===== config.mk =====
export PLATFORM = sky130hd
export DESIGN_NAME = cfg_loader
export DESIGN_NICKNAME = d
export VERILOG_FILES = /design/src/rtl/cfg_loader_pkg.sv /design/src/rtl/cfg_clk_div.sv /design/src/rtl/cfg_word_buf.sv /design/src/rtl/cfg_loader.sv
export SDC_FILE = /design/constraint.sdc
export NUM_CORES = 1
export LEC_CHECK = 0
export CAP_MARGIN = 10
export CORE_UTILIZATION = 58
export DETAILED_ROUTE_END_ITERATION = 6
export PLACE_DENSITY = 0.81
export SYNTH_ARGS = -nofsm -noshare
export SYNTH_HDL_FRONTEND = slang
export SYNTH_HIERARCHICAL = 1
export SYNTH_SLANG_ARGS = --single-unit

===== constraint.sdc =====
create_clock -name clk -period 3.7 [get_ports clk]
set_input_delay 1.11 -clock clk [delete_from_list [all_inputs] [get_ports clk]]
set_output_delay 1.11 -clock clk [all_outputs]
set_load 0.02 [all_outputs]

===== src/rtl/cfg_loader_pkg.sv =====
package cfg_loader_pkg;

    typedef enum logic [2:0] {
        LD_IDLE,
        LD_PULSE,
        LD_WAIT_RDY,
        LD_FETCH,
        LD_SHIFT,
        LD_TAIL
    } ld_state_e;

    typedef enum logic [1:0] {
        RES_NONE,
        RES_OK,
        RES_INIT_TMO,
        RES_DONE_TMO
    } ld_result_e;

endpackage


===== src/rtl/cfg_clk_div.sv =====
module cfg_clk_div #(
    parameter int DIV = 2
) (
    input  logic clk,
    input  logic rst_n,
    input  logic run_i,
    output logic tick_o
);
    localparam int CW = (DIV > 1) ? $clog2(DIV) : 1;
    localparam logic [CW-1:0] LAST = CW'(DIV - 1);

    logic [CW-1:0] cnt_d, cnt_q;

    always_comb begin
        tick_o = run_i && (cnt_q == LAST);
        if (!run_i || tick_o) begin
            cnt_d = '0;
        end else begin
            cnt_d = cnt_q + 1'b1;
        end
    end

    always_ff @(posedge clk or negedge rst_n) begin
        if (!rst_n) begin
            cnt_q <= '0;
        end else begin
            cnt_q <= cnt_d;
        end
    end
endmodule


===== src/rtl/cfg_word_buf.sv =====
module cfg_word_buf #(
    parameter int GROUP = 4
) (
    input  logic       clk,
    input  logic       rst_n,
    input  logic       flush_i,
    input  logic       rev_i,
    input  logic       en_i,
    input  logic [7:0] in_data_i,
    input  logic       in_valid_i,
    output logic       in_ready_o,
    output logic       out_valid_o,
    output logic [7:0] out_data_o,
    input  logic       take_i
);
    localparam int IW = (GROUP > 1) ? $clog2(GROUP) : 1;
    localparam int FW = IW + 1;

    typedef struct packed {
        logic [FW-1:0] fill;
        logic          drain;
        logic [IW-1:0] rd;
    } buf_t;

    buf_t b_d, b_q;
    logic [7:0] slot_q [GROUP];
    logic [FW-1:0] grp_len;
    logic          accept;

    always_comb begin
        grp_len    = rev_i ? FW'(GROUP) : FW'(1);
        in_ready_o = en_i && !b_q.drain;
        accept     = in_ready_o && in_valid_i;
        b_d        = b_q;
        if (flush_i) begin
            b_d = '0;
        end else if (accept) begin
            if (b_q.fill + 1'b1 == grp_len) begin
                b_d.fill  = '0;
                b_d.drain = 1'b1;
                b_d.rd    = IW'(grp_len - 1'b1);
            end else begin
                b_d.fill = b_q.fill + 1'b1;
            end
        end else if (take_i && b_q.drain) begin
            if (b_q.rd == '0) begin
                b_d.drain = 1'b0;
            end else begin
                b_d.rd = b_q.rd - 1'b1;
            end
        end
        out_valid_o = b_q.drain;
        out_data_o  = slot_q[b_q.rd];
    end

    always_ff @(posedge clk or negedge rst_n) begin
        if (!rst_n) begin
            b_q <= '0;
        end else begin
            b_q <= b_d;
        end
    end

    for (genvar g = 0; g < GROUP; g++) begin : g_slot
        always_ff @(posedge clk or negedge rst_n) begin
            if (!rst_n) begin
                slot_q[g] <= '0;
            end else if (accept && (b_q.fill[IW-1:0] == IW'(g))) begin
                slot_q[g] <= in_data_i;
            end
        end
    end
endmodule


===== src/rtl/cfg_loader.sv =====
module cfg_loader #(
    parameter int LEN_W     = 16,
    parameter int CLK_DIV   = 4,
    parameter int PROG_CLKS = 64,
    parameter int INIT_TMO  = 4096,
    parameter int DONE_TMO  = 4096
) (
    input  logic             clk,
    input  logic             rst_n,
    input  logic             start_i,
    input  logic [LEN_W-1:0] len_i,
    input  logic             rev_i,
    input  logic [7:0]       byte_data_i,
    input  logic             byte_valid_i,
    output logic             byte_ready_o,
    output logic             prog_n_o,
    output logic             cclk_o,
    output logic             din_o,
    input  logic             init_n_i,
    input  logic             done_i,
    output logic             busy_o,
    output logic             ok_o,
    output logic             err_init_o,
    output logic             err_done_o
);
    import cfg_loader_pkg::*;

    localparam int WORD_BYTES = 4;
    localparam int CMAX_A = (PROG_CLKS > INIT_TMO) ? PROG_CLKS : INIT_TMO;
    localparam int CMAX   = (CMAX_A > DONE_TMO) ? CMAX_A : DONE_TMO;
    localparam int CW     = $clog2(CMAX + 1);
    localparam logic [CW-1:0] PULSE_LAST = CW'(PROG_CLKS - 1);
    localparam logic [CW-1:0] INIT_LAST  = CW'(INIT_TMO - 1);
    localparam logic [CW-1:0] DONE_LAST  = CW'(DONE_TMO - 1);

    typedef struct packed {
        ld_state_e    st;
        logic [CW-1:0] cnt;
        logic [2:0]    bitn;
        logic [7:0]    shreg;
        logic          cclk;
        logic          din;
        logic          prog_n;
        logic [LEN_W-1:0] sent;
        logic [LEN_W-1:0] acc;
        logic [LEN_W-1:0] len;
        logic          rev;
        ld_result_e    res;
    } ctl_t;

    ctl_t c_d, c_q;

    logic       tick;
    logic       div_run;
    logic       buf_flush;
    logic       buf_en;
    logic       buf_ready;
    logic       buf_out_valid;
    logic [7:0] buf_out_data;
    logic       buf_take;

    cfg_clk_div #(.DIV(CLK_DIV)) u_div (
        .clk    (clk),
        .rst_n  (rst_n),
        .run_i  (div_run),
        .tick_o (tick)
    );

    cfg_word_buf #(.GROUP(WORD_BYTES)) u_buf (
        .clk         (clk),
        .rst_n       (rst_n),
        .flush_i     (buf_flush),
        .rev_i       (c_q.rev),
        .en_i        (buf_en),
        .in_data_i   (byte_data_i),
        .in_valid_i  (byte_valid_i),
        .in_ready_o  (buf_ready),
        .out_valid_o (buf_out_valid),
        .out_data_o  (buf_out_data),
        .take_i      (buf_take)
    );

    always_comb begin
        c_d       = c_q;
        buf_flush = 1'b0;
        buf_take  = 1'b0;
        div_run   = (c_q.st == LD_SHIFT) || (c_q.st == LD_TAIL);
        buf_en    = ((c_q.st == LD_FETCH) || (c_q.st == LD_SHIFT))
                    && (c_q.acc < c_q.len);

        if (buf_ready && byte_valid_i) begin
            c_d.acc = c_q.acc + 1'b1;
        end

        unique case (c_q.st)
            LD_IDLE: begin
                c_d.prog_n = 1'b1;
                c_d.cclk   = 1'b0;
                if (start_i) begin
                    buf_flush  = 1'b1;
                    c_d.st     = LD_PULSE;
                    c_d.prog_n = 1'b0;
                    c_d.cnt    = '0;
                    c_d.len    = len_i;
                    c_d.rev    = rev_i;
                    c_d.sent   = '0;
                    c_d.acc    = '0;
                    c_d.res    = RES_NONE;
                end
            end
            LD_PULSE: begin
                if (c_q.cnt == PULSE_LAST) begin
                    c_d.prog_n = 1'b1;
                    c_d.cnt    = '0;
                    c_d.st     = LD_WAIT_RDY;
                end else begin
                    c_d.cnt = c_q.cnt + 1'b1;
                end
            end
            LD_WAIT_RDY: begin
                if (init_n_i) begin
                    c_d.cnt = '0;
                    c_d.st  = (c_q.len == '0) ? LD_TAIL : LD_FETCH;
                end else if (c_q.cnt == INIT_LAST) begin
                    c_d.st  = LD_IDLE;
                    c_d.res = RES_INIT_TMO;
                end else begin
                    c_d.cnt = c_q.cnt + 1'b1;
                end
            end
            LD_FETCH: begin
                if (buf_out_valid) begin
                    buf_take   = 1'b1;
                    c_d.shreg  = buf_out_data;
                    c_d.din    = buf_out_data[7];
                    c_d.bitn   = '0;
                    c_d.cclk   = 1'b0;
                    c_d.sent   = c_q.sent + 1'b1;
                    c_d.st     = LD_SHIFT;
                end
            end
            LD_SHIFT: begin
                if (tick) begin
                    if (!c_q.cclk) begin
                        c_d.cclk = 1'b1;
                    end else begin
                        c_d.cclk = 1'b0;
                        if (c_q.bitn == 3'd7) begin
                            c_d.cnt = '0;
                            c_d.st  = (c_q.sent == c_q.len) ? LD_TAIL : LD_FETCH;
                        end else begin
                            c_d.bitn  = c_q.bitn + 1'b1;
                            c_d.shreg = {c_q.shreg[6:0], 1'b0};
                            c_d.din   = c_q.shreg[6];
                        end
                    end
                end
            end
            LD_TAIL: begin
                if (done_i) begin
                    c_d.cclk = 1'b0;
                    c_d.st   = LD_IDLE;
                    c_d.res  = RES_OK;
                end else if (tick) begin
                    if (c_q.cnt == DONE_LAST) begin
                        c_d.cclk = 1'b0;
                        c_d.st   = LD_IDLE;
                        c_d.res  = RES_DONE_TMO;
                    end else begin
                        c_d.cclk = ~c_q.cclk;
                        c_d.cnt  = c_q.cnt + 1'b1;
                    end
                end
            end
            default: c_d.st = LD_IDLE;
        endcase
    end

    always_ff @(posedge clk or negedge rst_n) begin
        if (!rst_n) begin
            c_q        <= '0;
            c_q.st     <= LD_IDLE;
            c_q.prog_n <= 1'b1;
            c_q.res    <= RES_NONE;
        end else begin
            c_q <= c_d;
        end
    end

    assign byte_ready_o = buf_ready;
    assign prog_n_o     = c_q.prog_n;
    assign cclk_o       = c_q.cclk;
    assign din_o        = c_q.din;
    assign busy_o       = (c_q.st != LD_IDLE);
    assign ok_o         = (c_q.res == RES_OK);
    assign err_init_o   = (c_q.res == RES_INIT_TMO);
    assign err_done_o   = (c_q.res == RES_DONE_TMO);
endmodule


* Word level (Yosys, flattened, before mapping)
Index checks and enable logic that the tools add are counted.
** Cells by class
- Add/sub/neg operators :: 8
- Magnitude comparators :: 2
- Equality and inequality tests :: 32
- Mux-type cells :: 58
- Bitwise logic cells :: 2
- Reduce and logical (&&, ||, !) cells :: 38
** Operator list (number)
- $mux W16 :: 6
- $pmux W13 S5 :: 1
- $mux W13 :: 4
- $mux W52 :: 1
- $mux W3 :: 12
- $mux W33 :: 1
- $add A16 B1 Y16 const B :: 2
- $pmux W16 S2 :: 1
- $mux W29 :: 1
- $mux W27 :: 1
- $pmux W11 S2 :: 1
- $ne A2 B2 Y1 const B :: 9
- $pmux W3 S6 :: 1
- $bmux W8 S2 :: 1
- $eq A16 B16 Y1 :: 1
- $logic_not A16 Y1 :: 1
- $lt A16 B16 Y1 :: 1
- $mux W8 :: 2
- $mux W2 :: 7
- $reduce_and A7 Y1 :: 2
- $add A13 B1 Y13 const B :: 1
- $eq A13 B12 Y1 const B :: 1
- $eq A13 B6 Y1 const B :: 1
- $mux W1 :: 12
- other kinds (34) :: 69
** Storage, ports and cells
- Flip-flop bits (word level) :: 120
- Input port bits :: 31
- Logic and storage cells :: 160

* Depth between registers and ports, before layout
- Depth after elaboration :: 8
- Mapped depth :: 15

* Cells and area by module
The synthesis kept the hierarchy.
** By module, submodules not included
- cfg_loader :: times used 1, cells each 517, area an instance 4645.7 um^2, sequential area each 2003.2 um^2
- cfg_word_buf :: times used 1, cells each 127, area an instance 1835.5 um^2, sequential area each 950.9 um^2
- cfg_clk_div :: times used 1, cells each 6, area an instance 91.3 um^2, sequential area each 50.0 um^2

* Worst setup path after synthesis
No wires, ideal clock.
- Path type :: flip-flop to flip-flop
- Start point :: reg c_q[12] (netlist bit)
- End point :: reg c_q[34] (netlist bit)
- Arrival :: 3198 ps
- Setup slack :: 370 ps
- Stages on the path, launching flop included :: 16
- Path buffers :: 1
- Clock period less this slack :: 3330 ps
- Cells stage by stage :: dfrtp_1 inv_1 ha_1 a21o_1 a21o_1 a21oi_1 o211ai_1 a21oi_1 nor2b_1 nand2_1 or3_1 clkbuf_1 nor3_1 nand3_1 xor2_1 nor2_1
** RTL lines
- start, declared :: RTL line cfg_loader.sv:51 : ctl_t c_d, c_q;

* Worst setup path after layout
- Start point :: reg c_q[8] (netlist bit)
- End point :: out byte_ready_o
** On the way
- Cells in the longest elaborated chain, start to end :: 3
** RTL lines
- $lt A16 B16 Y1 :: RTL line cfg_loader.sv:89 : && (c_q.acc < c_q.len);
- $logic_and A1 B1 Y1 :: RTL line cfg_loader.sv:89
- via buf_en :: RTL line cfg_loader.sv:56 : logic buf_en;
- $logic_and A1 B1 Y1 :: RTL line cfg_word_buf.sv:32 : in_ready_o = en_i && !b_q.drain;
- end, declared :: RTL line cfg_loader.sv:15 : output logic byte_ready_o,
The timed path passes the listed nets, and every way through them passes these cells.

==> impl_metrics.env <==
export IMPL_path_cells="inv_1 > ha_1 > a21o_1 > a211oi_1 > o21ai_0 > a21oi_2 > nor2b_2 > clkdlybuf4s15_2"
export IMPL_required_ns=2.59
export IMPL_rsz0062_at_grt="false"
export IMPL_die_x_um=108
export IMPL_drive_above_1_share_pct=15.8
export IMPL_clock_path_buffers=2
export IMPL_place_detailed_hpwl_mm=10.0
export IMPL_die_h_um=108
export IMPL_drcViolationCount=0
export IMPL_report_final_hold_viol_count=0
export IMPL_cap_viol_max_count=0
export IMPL_cts_root_buffer_cell="clkbuf_16"
export IMPL_first_pass_iters=4
export IMPL_synth_edff_count=0
export IMPL_drv_slew=0
export IMPL_switchingPower_mw=1.99
export IMPL_combPwrFrac_pct=33.4
export IMPL_worstSetupStartpointType="flop"
export IMPL_cts_tree="yes"
export IMPL_sequentialPowerShare_pct=36.2
export IMPL_antenna_found_initial=0
export IMPL_synthCells=650
export IMPL_cts_reportedPaths_clkPinSlew_ns=0.06
export IMPL_nets=752
export IMPL_period_minus_slack_ns=3.52
export IMPL_first_iter_violations=340
export IMPL_post_drt_wl_per_cell_um=17.4
export IMPL_slowest_delay_ns=0.39
export IMPL_tightest_slew_ns=0.796
export IMPL_layout_cells_most_common_list="dfrtp_1, nand2_1, nor2_1, o21ai_0, mux2_2"
export IMPL_fp_coreArea_sq_um=10900
export IMPL_grt_pass1_wl_mm=24.7
export IMPL_clock_sinks=120
export IMPL_drtAntennaViolNets=0
export IMPL_areaGrowthSynthToFinish_pct=18.1
export IMPL_rows=38
export IMPL_synth_distinct_cells=65
export IMPL_io_pins=39
export IMPL_status="complete, no violations"
export IMPL_slowest_stage="dfrtp_1"
export IMPL_first_global_vias=5192
export IMPL_arrival_ns=2.41
export IMPL_hold_class="flop to flop"
export IMPL_vias=5062
export IMPL_ir_drop_mv=0.531
export IMPL_intPower_mw=3.68
export IMPL_seq_area_frac_synth_pct=45.7
export IMPL_setup_viol=0
export IMPL_syn_nets=706
export IMPL_critPathKind="flop to output port"
export IMPL_drt_wl_total_mm=14.8
export IMPL_finClkSkew_ns=0.00516
export IMPL_timing_final_crit_share_pct=95.3
export IMPL_finalSetupTns_ns=0
export IMPL_initial_core_util_pct=60.1
export IMPL_async_flop_share_pct=100
export IMPL_syn_area_sq_um=6570
export IMPL_gp_congestion=0.877
export IMPL_post_synth_cell_area_avg_sq_um=10.1
export IMPL_grt_max_degree=86
export IMPL_end_kind="output port"
export IMPL_clockPowerShare_pct=30.4
export IMPL_cts_buffers_inserted=17
export IMPL_synth_seq_cells=120
export IMPL_vias_per_cell=5.96
export IMPL_synth_ff_type="dfrtp_1"
export IMPL_yosys_warnings=6
export IMPL_max_freq_mhz=284
export IMPL_swShare_pct=35.1
export IMPL_final_common_cell="dfrtp_1"
export IMPL_relSlewSlack_pct=46.7
export IMPL_p_per_area_nw_per_um2=731
export IMPL_clkLatencyLatePin_ns=0.41
export IMPL_port_buffers=38
export IMPL_cp_max_fo=3
export IMPL_grtUsageTotal_pct=27.5
export IMPL_fin_hold_ws_ns=0.453
export IMPL_diodes=0
export IMPL_die_area_sq_um=11800
export IMPL_p_leak_nw=3.41
export IMPL_reg2reg_slack_ns=0.36
export IMPL_cts_max_level=4
export IMPL_gr_total_overflow=0
worst paths after layout:
kind	startpoint	endpoint	cells after the start
min in group asynchronous	rst_n	c_q[10]	1
min	u_div/cnt_q[0]	u_div/cnt_q[0]	1
max reg2reg	c_q[8]	c_q[32]	14
min reg2reg	u_div/cnt_q[0]	u_div/cnt_q[0]	1
max	c_q[8]	byte_ready_o	8
max in group asynchronous	rst_n	c_q[1]	2
power by group through the flow:
| stage | clock, mW | combinational, mW | sequential [mW] |
|---|---|---|---|
| finish | 1.72 | 1.89 | 2.05 |
| global route | 1.80 | 2.09 | 2.11 |
| CTS | 1.74 | 1.88 | 2.05 |
| detailed placement | 0 | 1.85 | 2.07 |
| global placement | 0 | 1.76 | 2.03 |
| floorplan | 0 | 1.43 | 1.95 |
synthesized netlist by cell type, drive strengths merged (4+ instances only):
| cell | count | area share, % |
|---|---|---|
| dfrtp | 119 | 45 |
| nand2 | 70 | 4.1 |
| nor2 | 52 | 3.0 |
| o21ai | 43 | 3.3 |
| mux2 | 38 | 6.5 |
| inv | 31 | 1.8 |
| xnor2 | 26 | 3.5 |
| a21oi | 25 | 2.1 |
| ha | 25 | 4.8 |
| nand3 | 21 | 1.6 |
| nand4 | 15 | 1.7 |
| nor2b | 15 | 1.4 |
| xor2 | 14 | 1.9 |
| a31oi | 13 | 1.2 |
| buf | 12 | 0.99 |
| and2 | 11 | 1.1 |
| clkbuf | 10 | 0.57 |
| or3 | 10 | 0.95 |
| mux4 | 8 | 2.7 |
| nor4 | 7 | 0.67 |
| a21o | 6 | 0.69 |
| and3 | 6 | 0.57 |
| nand2b | 6 | 0.57 |
| nor3 | 6 | 0.46 |
| and4 | 5 | 0.69 |
| nand3b | 5 | 0.57 |
| a211oi | 4 | 0.46 |
| a41oi | 4 | 0.53 |
| o31ai | 4 | 0.46 |
kinds of logic after synthesis:
group	after synthesis	synth area share, %
and+or+nand+nor	238	18.7
AOI/OAI and AO/OA	125	12.5
DFF	120	45.7
buffers and inverters	53	3.33
muxes	49	9.71
xor gates and xnor gates	40	5.33
adders and majority gates	25	4.76
registers in the layout, summed over array words and instances, names as in the netlist:
register,cells
c_q,77
u_buf/slot_q,32
u_buf/b_q,5
u_div/cnt_q,2
cclk_o,1
din_o,1
prog_n_o,1
u_buf/out_valid_o,1
per-layer routing:
metal | global-route usage, % | routed length, um
met3 | 7.17 | 612
met2 | 47.5 | 7460
met5 | 0 | 0
met4 | 9.07 | 233
met1 | 33.4 | 6460
critical path, delay by kind of cell, from the launching register on:
kind / cells / cell delay [ns]
DFF: 1 / 0.39
buffers and inverters: 2 / 0.37
adders and majority gates: 1 / 0.32
AOI/OAI and AO/OA: 4 / 0.72
and+or+nand+nor: 1 / 0.21
area by class of cell:
class | instances | area [sq um]
clock buffer | 17 | 425
clock inverter | 15 | 191
timing repair buffer | 49 | 487
tap | 140 | 175
fill | 761 | 3170
multi-input combinational | 477 | 3360
sequential | 120 | 3000
inverter | 31 | 116
per-stage QoR:
| step | setup WS (ns) | total power, mW | util (%) | area, sq um | instances |
|---|---|---|---|---|---|
| floorplan | 0.370 | 3.38 | - | 6570 | 650 |
| global placement | 0.210 | 3.79 | 65.2 | 7130 | 816 |
| detailed placement | 0.156 | 3.91 | 65.2 | 7130 | 816 |
| CTS | 0.0575 | 5.67 | 70.9 | 7750 | 848 |
| global route | 0.0189 | 6.01 | 71.0 | 7760 | 849 |
| finish | 0.175 | 5.67 | 71.0 | 7760 | 849 |
what timing repair did:
action,in CTS,in global routing
endpoints found under the hold margin,0,0
hold buffers,0,0
cloned,0,0
endpoints found under the setup margin,1,2
gates resized for setup,4,1
buffers inserted,0,1
Power figures use the tool's default switching activity.
